`src/rtl/mw_eeprom_pkg.sv`:
```
package mw_eeprom_pkg;

  typedef enum logic [2:0] {
    FS_IDLE,
    FS_HDR,
    FS_DATA,
    FS_READ,
    FS_DONE
  } fstate_t;

  typedef enum logic [1:0] {
    OP_EXT   = 2'b00,
    OP_WRITE = 2'b01,
    OP_READ  = 2'b10,
    OP_ERASE = 2'b11
  } op_t;

  typedef enum logic [1:0] {
    EX_WDIS  = 2'b00,
    EX_FILL  = 2'b01,
    EX_CLEAR = 2'b10,
    EX_WEN   = 2'b11
  } ext_t;

endpackage

```
`src/rtl/mw_front.sv`:
```
module mw_front
  import mw_eeprom_pkg::*;
#(
  parameter int ADDR_W = 6,
  parameter int DATA_W = 16
) (
  input  logic              clk,
  input  logic              rst_n,
  input  logic              cs,
  input  logic              rise,
  input  logic              din,
  input  logic              busy,
  input  logic [DATA_W-1:0] rdata,
  output logic [ADDR_W-1:0] raddr,
  output logic              go,
  output logic              go_all,
  output logic [ADDR_W-1:0] go_addr,
  output logic [DATA_W-1:0] go_data,
  output logic              rd_bit,
  output logic              rd_oe,
  output logic              wen,
  output logic              idle
);

  localparam int HDR_W = ADDR_W + 2;
  localparam int CW    = $clog2(DATA_W + HDR_W + 1);

  fstate_t           st_q, st_n;
  logic [CW-1:0]     cnt_q, cnt_n;
  logic [HDR_W-1:0]  hdr_q, hdr_n, hdr_s;
  logic [DATA_W-1:0] dat_q, dat_n, dat_s;
  logic [DATA_W-1:0] sh_q, sh_n;
  logic              bit_q, bit_n;
  logic              oe_q, oe_n;
  logic              wen_q, wen_n;

  assign hdr_s   = {hdr_q[HDR_W-2:0], din};
  assign dat_s   = {dat_q[DATA_W-2:0], din};
  assign raddr   = hdr_s[ADDR_W-1:0];
  assign go_addr = (st_q == FS_HDR) ? hdr_s[ADDR_W-1:0] : hdr_q[ADDR_W-1:0];

  always_comb begin
    st_n    = st_q;
    cnt_n   = cnt_q;
    hdr_n   = hdr_q;
    dat_n   = dat_q;
    sh_n    = sh_q;
    bit_n   = bit_q;
    oe_n    = oe_q;
    wen_n   = wen_q;
    go      = 1'b0;
    go_all  = 1'b0;
    go_data = '1;
    if (!cs) begin
      st_n  = FS_IDLE;
      cnt_n = '0;
      oe_n  = 1'b0;
    end else if (rise) begin
      case (st_q)
        FS_IDLE: begin
          if (din && !busy) begin
            st_n  = FS_HDR;
            cnt_n = '0;
          end
        end
        FS_HDR: begin
          hdr_n = hdr_s;
          cnt_n = cnt_q + 1'b1;
          if (cnt_q == CW'(HDR_W - 1)) begin
            cnt_n = '0;
            st_n  = FS_DONE;
            case (op_t'(hdr_s[HDR_W-1 -: 2]))
              OP_READ: begin
                sh_n  = rdata;
                bit_n = 1'b0;
                oe_n  = 1'b1;
                st_n  = FS_READ;
              end
              OP_WRITE: st_n = FS_DATA;
              OP_ERASE: go = wen_q;
              default: begin
                case (ext_t'(hdr_s[ADDR_W-1 -: 2]))
                  EX_WEN:   wen_n = 1'b1;
                  EX_WDIS:  wen_n = 1'b0;
                  EX_CLEAR: begin
                    go     = wen_q;
                    go_all = 1'b1;
                  end
                  default:  st_n = FS_DATA;
                endcase
              end
            endcase
          end
        end
        FS_DATA: begin
          dat_n = dat_s;
          cnt_n = cnt_q + 1'b1;
          if (cnt_q == CW'(DATA_W - 1)) begin
            st_n    = FS_DONE;
            go      = wen_q;
            go_all  = (op_t'(hdr_q[HDR_W-1 -: 2]) == OP_EXT);
            go_data = dat_s;
          end
        end
        FS_READ: begin
          if (cnt_q == CW'(DATA_W)) begin
            oe_n = 1'b0;
            st_n = FS_DONE;
          end else begin
            bit_n = sh_q[DATA_W-1];
            sh_n  = {sh_q[DATA_W-2:0], 1'b0};
            cnt_n = cnt_q + 1'b1;
          end
        end
        default: ;
      endcase
    end
  end

  always_ff @(posedge clk or negedge rst_n) begin
    if (!rst_n) begin
      st_q  <= FS_IDLE;
      cnt_q <= '0;
      hdr_q <= '0;
      dat_q <= '0;
      sh_q  <= '0;
      bit_q <= 1'b0;
      oe_q  <= 1'b0;
      wen_q <= 1'b0;
    end else begin
      st_q  <= st_n;
      cnt_q <= cnt_n;
      hdr_q <= hdr_n;
      dat_q <= dat_n;
      sh_q  <= sh_n;
      bit_q <= bit_n;
      oe_q  <= oe_n;
      wen_q <= wen_n;
    end
  end

  assign rd_bit = bit_q;
  assign rd_oe  = oe_q;
  assign wen    = wen_q;
  assign idle   = (st_q == FS_IDLE);

endmodule

```
`src/rtl/mw_ptimer.sv`:
```
module mw_ptimer #(
  parameter int ADDR_W   = 6,
  parameter int DATA_W   = 16,
  parameter int PROG_CYC = 200,
  parameter int BULK_CYC = 600
) (
  input  logic              clk,
  input  logic              rst_n,
  input  logic              go,
  input  logic              go_all,
  input  logic [ADDR_W-1:0] go_addr,
  input  logic [DATA_W-1:0] go_data,
  output logic              busy,
  output logic              commit,
  output logic              c_all,
  output logic [ADDR_W-1:0] c_addr,
  output logic [DATA_W-1:0] c_data
);

  localparam int TW = $clog2(BULK_CYC + 1);

  logic [TW-1:0]     cnt_q, cnt_n;
  logic              all_q, all_n;
  logic [ADDR_W-1:0] addr_q, addr_n;
  logic [DATA_W-1:0] data_q, data_n;

  always_comb begin
    cnt_n  = cnt_q;
    all_n  = all_q;
    addr_n = addr_q;
    data_n = data_q;
    if (go) begin
      cnt_n  = go_all ? TW'(BULK_CYC) : TW'(PROG_CYC);
      all_n  = go_all;
      addr_n = go_addr;
      data_n = go_data;
    end else if (cnt_q != '0) begin
      cnt_n = cnt_q - 1'b1;
    end
  end

  always_ff @(posedge clk or negedge rst_n) begin
    if (!rst_n) begin
      cnt_q  <= '0;
      all_q  <= 1'b0;
      addr_q <= '0;
      data_q <= '0;
    end else begin
      cnt_q  <= cnt_n;
      all_q  <= all_n;
      addr_q <= addr_n;
      data_q <= data_n;
    end
  end

  assign busy   = (cnt_q != '0);
  assign commit = (cnt_q == TW'(1));
  assign c_all  = all_q;
  assign c_addr = addr_q;
  assign c_data = data_q;

endmodule

```
`src/rtl/mw_array.sv`:
```
module mw_array #(
  parameter int ADDR_W = 6,
  parameter int DATA_W = 16
) (
  input  logic              clk,
  input  logic              rst_n,
  input  logic              commit,
  input  logic              c_all,
  input  logic [ADDR_W-1:0] c_addr,
  input  logic [DATA_W-1:0] c_data,
  input  logic [ADDR_W-1:0] raddr,
  output logic [DATA_W-1:0] rdata
);

  localparam int WORDS = 1 << ADDR_W;

  logic [DATA_W-1:0] mem_q [WORDS];

  for (genvar w = 0; w < WORDS; w++) begin : g_word
    logic we;
    assign we = commit && (c_all || (c_addr == ADDR_W'(w)));
    always_ff @(posedge clk or negedge rst_n) begin
      if (!rst_n) begin
        mem_q[w] <= '1;
      end else if (we) begin
        mem_q[w] <= c_data;
      end
    end
  end

  assign rdata = mem_q[raddr];

endmodule

```
`src/rtl/mw_eeprom_slave.sv`:
```
module mw_eeprom_slave #(
  parameter int ADDR_W   = 6,
  parameter int DATA_W   = 16,
  parameter int PROG_CYC = 200,
  parameter int BULK_CYC = 600
) (
  input  logic clk,
  input  logic rst_n,
  input  logic cs,
  input  logic sclk,
  input  logic din,
  output logic dout,
  output logic dout_oe
);

  logic              sclk_q;
  logic              rise;
  logic              armed_q, armed_n;
  logic              busy, commit, c_all;
  logic [ADDR_W-1:0] c_addr, raddr, go_addr;
  logic [DATA_W-1:0] c_data, rdata, go_data;
  logic              go, go_all;
  logic              rd_bit, rd_oe, wen, fe_idle;
  logic              show_stat;

  assign rise = sclk && !sclk_q;

  always_comb begin
    armed_n = armed_q;
    if (!cs) begin
      armed_n = busy;
    end else if (!fe_idle) begin
      armed_n = 1'b0;
    end
  end

  always_ff @(posedge clk or negedge rst_n) begin
    if (!rst_n) begin
      sclk_q  <= 1'b0;
      armed_q <= 1'b0;
    end else begin
      sclk_q  <= sclk;
      armed_q <= armed_n;
    end
  end

  mw_front #(.ADDR_W(ADDR_W), .DATA_W(DATA_W)) u_front (
    .clk(clk), .rst_n(rst_n), .cs(cs), .rise(rise), .din(din), .busy(busy),
    .rdata(rdata), .raddr(raddr), .go(go), .go_all(go_all), .go_addr(go_addr),
    .go_data(go_data), .rd_bit(rd_bit), .rd_oe(rd_oe), .wen(wen), .idle(fe_idle)
  );

  mw_ptimer #(.ADDR_W(ADDR_W), .DATA_W(DATA_W), .PROG_CYC(PROG_CYC),
              .BULK_CYC(BULK_CYC)) u_timer (
    .clk(clk), .rst_n(rst_n), .go(go), .go_all(go_all), .go_addr(go_addr),
    .go_data(go_data), .busy(busy), .commit(commit), .c_all(c_all),
    .c_addr(c_addr), .c_data(c_data)
  );

  mw_array #(.ADDR_W(ADDR_W), .DATA_W(DATA_W)) u_array (
    .clk(clk), .rst_n(rst_n), .commit(commit), .c_all(c_all), .c_addr(c_addr),
    .c_data(c_data), .raddr(raddr), .rdata(rdata)
  );

  assign show_stat = armed_q && fe_idle;
  assign dout      = show_stat ? !busy : rd_bit;
  assign dout_oe   = cs && (show_stat || rd_oe);

endmodule

```
`config.mk`:
```
export PLATFORM = sky130hd
export DESIGN_NAME = mw_eeprom_slave
export DESIGN_NICKNAME = d
export VERILOG_FILES = /design/src/rtl/mw_eeprom_pkg.sv /design/src/rtl/mw_front.sv /design/src/rtl/mw_ptimer.sv /design/src/rtl/mw_array.sv /design/src/rtl/mw_eeprom_slave.sv
export SDC_FILE = /design/constraint.sdc
export NUM_CORES = 2
export LEC_CHECK = 0
export CORE_MARGIN = 2
export CORE_UTILIZATION = 30
export DETAILED_ROUTE_END_ITERATION = 7
export GPL_ROUTABILITY_DRIVEN = 0
export PLACE_DENSITY = 0.55
export SLEW_MARGIN = 15
export SYNTH_ARGS = -nofsm -noshare
export SYNTH_HDL_FRONTEND = slang
export SYNTH_HIERARCHICAL = 1
export SYNTH_SLANG_ARGS = --single-unit
```
`constraint.sdc`:
```
create_clock -name clk -period 3.54 [get_ports clk]
set_input_delay 0.531 -clock clk [delete_from_list [all_inputs] [get_ports clk]]
set_output_delay 0.531 -clock clk [all_outputs]
set_load 0.01 [all_outputs]
```
After elaboration in Yosys (flattened, before gate mapping):

Index checks and enable logic that the tools add are counted.

* output and inout port bits: 2
* input bits: 5
* word-level logic and storage cells: 382
* bits in registers: 1109

* add/sub/neg operators: 2
* reductions and logical operators: 153
* bitwise operators: 2
* muxes and demuxes: 58
* equality and inequality tests: 88
* order comparisons: 1

Operators with widths (number)
* $eq 6x6->1 const B: 32
* $mux 16: 9
* $bmux 16 s6: 1
* $eq 6x5->1 const B: 16
* $logic_and 1x1->1: 68
* $logic_or 1x1->1: 65
* $eq 6x4->1 const B: 8
* $pmux 16 s2: 1
* $mux 10: 3
* $mux 5: 5
* $eq 6x3->1 const B: 4
* $mux 1: 22
* $mux 3: 7
* $pmux 5 s4: 1
* $reduce_and 6->1: 3
* $eq 6x2->1 const B: 2
* $pmux 1 s2: 6
* $pmux 3 s4: 1
* $eq 10x1->1 const B: 1
* $reduce_bool 10->1: 1
* $sub 10x1->10 const B: 1
* $ne 3x2->1 const B: 3
* $ne 3x3->1 const B: 3
* $pmux 3 s3: 1
* other kinds (27): 40

Longest topological paths before layout:

* depth after elaboration: 9
* gate-level depth with buffers: 15
* gate-level depth less buffers: 9

Hierarchy:

The synthesis kept the hierarchy.

By module, submodules not included
* mw_array: cells an instance 3093, area each 48741.7 µm², instances 1
* mw_front: cells an instance 284, area each 2851.5 µm², instances 1
* mw_ptimer: cells an instance 108, area each 1443.9 µm², instances 1
* mw_eeprom_slave: cells an instance 10, area each 92.6 µm², instances 1

Least setup slack after synthesis:

Ideal clock, no wire load.

* path kind: input -> register
* start point: input port din
* end point: register u_front.sh_q[10]
* slack: 882 ps
* path buffers: 5
* stages on the path: 12
* data arrival time: 2531 ps
* library setup time: 127 ps
* path through: buf_4 buf_6 buf_6 buf_6 buf_6 mux4_2 a221oi_1 a21oi_1 nor3b_1 nand2_1 nand2_1 mux2_1

* cells in the longest elaborated chain, start to end: 7

RTL lines
* from (decl): RTL line mw_eeprom_slave.sv:11 `input logic din,`
* $not 6->7 (implied by the code): RTL line mw_array.sv:31 `assign rdata = mem_q[raddr];`
* $bmux 16 s6: RTL line mw_array.sv:31
* $mux 16 (implied by the code) (2 in a row): RTL line mw_array.sv:31
* via rdata[10]: RTL line mw_eeprom_slave.sv:21 `logic [DATA_W-1:0] c_data, rdata, go_data;`
* $mux 16: RTL line mw_front.sv:72 `case (op_t'(hdr_s[HDR_W-1 -: 2]))`
* $mux 16: RTL line mw_front.sv:69 `if (cnt_q == CW'(HDR_W - 1)) begin`
* $pmux 16 s2: RTL line mw_front.sv:59 `case (st_q)`
* to (signal assigned): RTL line mw_front.sv:135 `sh_q <= sh_n;`
* to (decl): RTL line mw_front.sv:32 `logic [DATA_W-1:0] sh_q, sh_n;`

The timed path passes the listed nets, and every way through them passes these cells. The select of a mux whose other input is x is not followed.
A chain may end at the register's enable or synchronous reset.

Worst setup path in the final report:

* start point: register u_front.hdr_q[0]
* end point: register u_front.sh_q[8]

* cells in the longest elaborated chain, start to end: 7

RTL lines
* from (decl): RTL line mw_front.sv:30 `logic [HDR_W-1:0] hdr_q, hdr_n, hdr_s;`
* from (signal assigned): RTL line mw_front.sv:133 `hdr_q <= hdr_n;`
* $not 6->7 (implied by the code): RTL line mw_array.sv:31
* $bmux 16 s6: RTL line mw_array.sv:31
* $mux 16 (implied by the code) (2 in a row): RTL line mw_array.sv:31
* via rdata[8]: RTL line mw_eeprom_slave.sv:21
* $mux 16: RTL line mw_front.sv:72
* $mux 16: RTL line mw_front.sv:69
* $pmux 16 s2: RTL line mw_front.sv:59

The timed path passes the listed nets, and every way through them passes these cells. The select of a mux whose other input is x is not followed.

==> summary.txt <==
Setup TNS: 0 ns
Peak VDD IR: 0.459 mV
Predominant post-synthesis flop cell: dfstp_2
Wire length per cell: 24.2 um
Vias per Instance: 4.99
Final hold slack: 0.160 ns
Initial antenna violation count: 4
Most frequent cells in the layout: mux2_2, dfstp_2, mux4_2, buf_4, clkbuf_16
Area post-placement: 56200 um^2
Final slew viol count: 0
RSZ-0062 raised after global routing: false
Core area: 176000 um^2
Max-Cap Viols: 0
Vias in the first global route: 31400
DR DRC count: 0
Post CTS Setup Buffer Count: 0
I/O Buffers: 6
Cells after DPL: 5672
Die H: 425 um
Gr ovfl total: 0
Synthesis-stage register bit count: 1109
Inserted Clock Buffers: 130
Clock Skew: 0.0230 ns
Synth-to-layout area growth: 13.8%
Total GRT Usage: 0.159
HP Start: din
Commonest non-fill, non-tap cell in the layout: mux2_2
Die X: 425 um
Clock slew at reported path FFs: 0.06 ns
Worst-margin pin slew: 1.16 ns
CTS tree: yes
Part of the cycle the worst path needs: 0.942
DR iter-0 viols: 1897
ANT nets after route: 0
Mapped cell area: 53100 um^2
Synthesized net count: 3513
Critical R2R Launch: u_front/hdr_q[0]$_DFFE_PN0P_
Place WS: 0.0579 ns
Ys Warns: 6
Gate Count Post-Synth: 3495
Worst skew pair latency: 0.77 ns
Share of the synthesized area in the top cell type: 0.506
FF-to-FF path depth: 10
Row count: 154
Sw power: 5.76 mW
Post-synth EDFFs: 0
Crit path launch type: register
Clock root buffer: clkbuf_16
Clock buffer depth: 3
Setup crit end kind: register
Synth top area cells: dfstp_2, mux2_2, mux4_2
Post-Route WL: 143000 um
Endpoints failing hold: 0
Asr flop ratio synth: 1.00
Synth Area per Inst: 15.2 um^2
Synth area leader: dfstp_2
FF-to-FF End: u_front/sh_q[8]$_DFFE_PN0P_
Layout fillers: 17000
Internal reg-to-reg setup slack: 0.21 ns
Clock network power share: 0.498
Crit-path max FO: 29
Io pins: 7
Hold Crit Depth: 2
Final WS setup: 0.206 ns
Sequential power share: 0.484
HP Class: input port to register
Via count: 29500
First-pass GRT wire length: 216000 um
Pre-antenna DRT Iters: 7
Initial Utilization: 0.302
Power Dens Cells: 435 nW/um^2
Cell Count, Final, Fillers Out: 5908
Clk sinks: 1109
Largest net degree at the start of global routing: 169
Max-Slew Margin vs Limit: 0.229
Nets@finish: 3483
Outcome: finished clean
Final setup fails: 0
Hold path endpoint: u_front/dat_q[0]$_DFFE_PN0P_
WP data arrival: 3.98 ns
Comb pwr share: 0.018
Crit Path Category: register to register
Fmax: 300 MHz
Layout cells sized above 1: 0.798
Post-route cell area: 60400 um^2
Lkg Pwr: 23.8 nW
Synth cell types: 70
Int Power: 20.6 mW
Sw Share: 0.219
Register area share after synthesis: 0.546
Dpl hpwl: 89500 um
WP data required: 4.19 ns
Total die area: 180000 um^2
Minimum clock period: 3.33 ns
CTS H-tree depth: 4
## repair_timing
action / CTS / global route
hold buffers: 1 / 0
endpoints found under the setup margin: 1 / 2
hold endpoints to repair: 40 / 0
gates resized for setup: 3 / 2
## cell usage after synthesis (17+ instances only)
| cell | instances |
|---|---|
| buf_4 | 42 |
| dfstp_2 | 1024 |
| o21ai_0 | 22 |
| buf_6 | 18 |
| clkbuf_1 | 128 |
| buf_2 | 137 |
| nor2_1 | 59 |
| o22ai_1 | 17 |
| nor2b_1 | 58 |
| mux2_1 | 23 |
| mux2_2 | 1107 |
| inv_1 | 18 |
| dfrtp_1 | 85 |
| a22oi_1 | 24 |
| buf_1 | 28 |
| mux2i_1 | 48 |
| or2_1 | 17 |
| nand3_1 | 18 |
| nor3_1 | 34 |
| nand2_1 | 97 |
| a21oi_1 | 76 |
| mux4_2 | 240 |
## per-stage QoR
stage                     power, mW   util
after global routing           27.3  0.343
after global placement         13.4  0.319
after CTS                      26.8  0.343
final                          26.3  0.343
after detailed placement       13.4  0.319
after floorplan                13.1      -
## worst max path at each step
stage	from	to	slack, ns	cells past startpoint
finish	u_front/hdr_q[0]$_DFFE_PN0P_	u_front/sh_q[8]$_DFFE_PN0P_	0.21	10
CTS	u_timer/cnt_q[0]$_DFFE_PN0P_	dout	0.06	7
global route	u_front/hdr_q[0]$_DFFE_PN0P_	u_front/sh_q[8]$_DFFE_PN0P_	0.11	10
global placement	din	u_front/sh_q[8]$_DFFE_PN0P_	0.02	11
floorplan	din	u_front/sh_q[10]$_DFFE_PN0P_	0.88	12
detailed placement	din	u_front/sh_q[8]$_DFFE_PN0P_	0.06	11
## power by group through the flow
stage | clock [mW] | sequential (mW) | combinational, mW
6_report | 13.1 | 12.7 | 0.473
3_5_place_dp | 0 | 12.9 | 0.499
4_1_cts | 13.5 | 12.7 | 0.500
3_3_place_gp | 0 | 12.9 | 0.497
5_1_grt | 14.0 | 12.7 | 0.538
2_1_floorplan | 0 | 12.9 | 0.143
## sequential cells by signal, indices dropped and copies added, names as in the netlist
signal          flops
u_front/hdr_q       8
armed_q             1
u_timer/c_all       1
u_front/rd_oe       1
u_front/dat_q      15
u_front/wen         1
sclk_q              1
u_front/st_q        3
u_front/sh_q       16
u_front/cnt_q       5
u_front/rd_bit      1
u_timer/cnt_q      10
u_timer/c_data     16
u_array/mem_q    1024
u_timer/c_addr      6
## routing by layer
layer / global-route usage / up-vias / wire length [um]
met2: 0.263 / 401 / 69700
met4: 0.0486 / 0 / 3300
li1: - / 12800 / -
met5: 0 / - / 0
met3: 0.0203 / 163 / 4520
met1: 0.218 / 16100 / 65600
## cell type report
cell class                      instances  area (um^2)  share of cell area
Sequential cell                      1109        29100               0.481
Clock buffer                          203         3880              0.0642
Tap cell                             2340         2930              0.0484
Clock inverter                         26          264             0.00437
Inverter                               18         67.6             0.00112
Antenna cell                            6         15.0            0.000248
Multi-Input combinational cell       2013        22300               0.370
Timing Repair Buffer                  193         1880              0.0311
## cells by family (layout without fill, tap and decap cells)
group,after synthesis,after routing,share of synthesized area
mux,1418,1418,0.350
flops,1109,1109,0.546
buf+inv,373,440,0.0351
simple gates,349,349,0.0345
compound gates,230,230,0.0301
fa+ha+maj,13,13,0.00306
xor+xnor,3,3,0.000495
other cells,0,6,0
## worst max-delay path: stages, from the launching register on
cell and delay [ns]:
dfrtp_4 0.63, buf_12 0.28, buf_4 0.40, mux4_2 0.36, mux2i_1 0.36, nor2_1 0.12, a211oi_2 0.47, nor3_1 0.10
nand2_1 0.08, nand2_1 0.07, mux2_1 0.29
(Power assumes the default switching activity.)
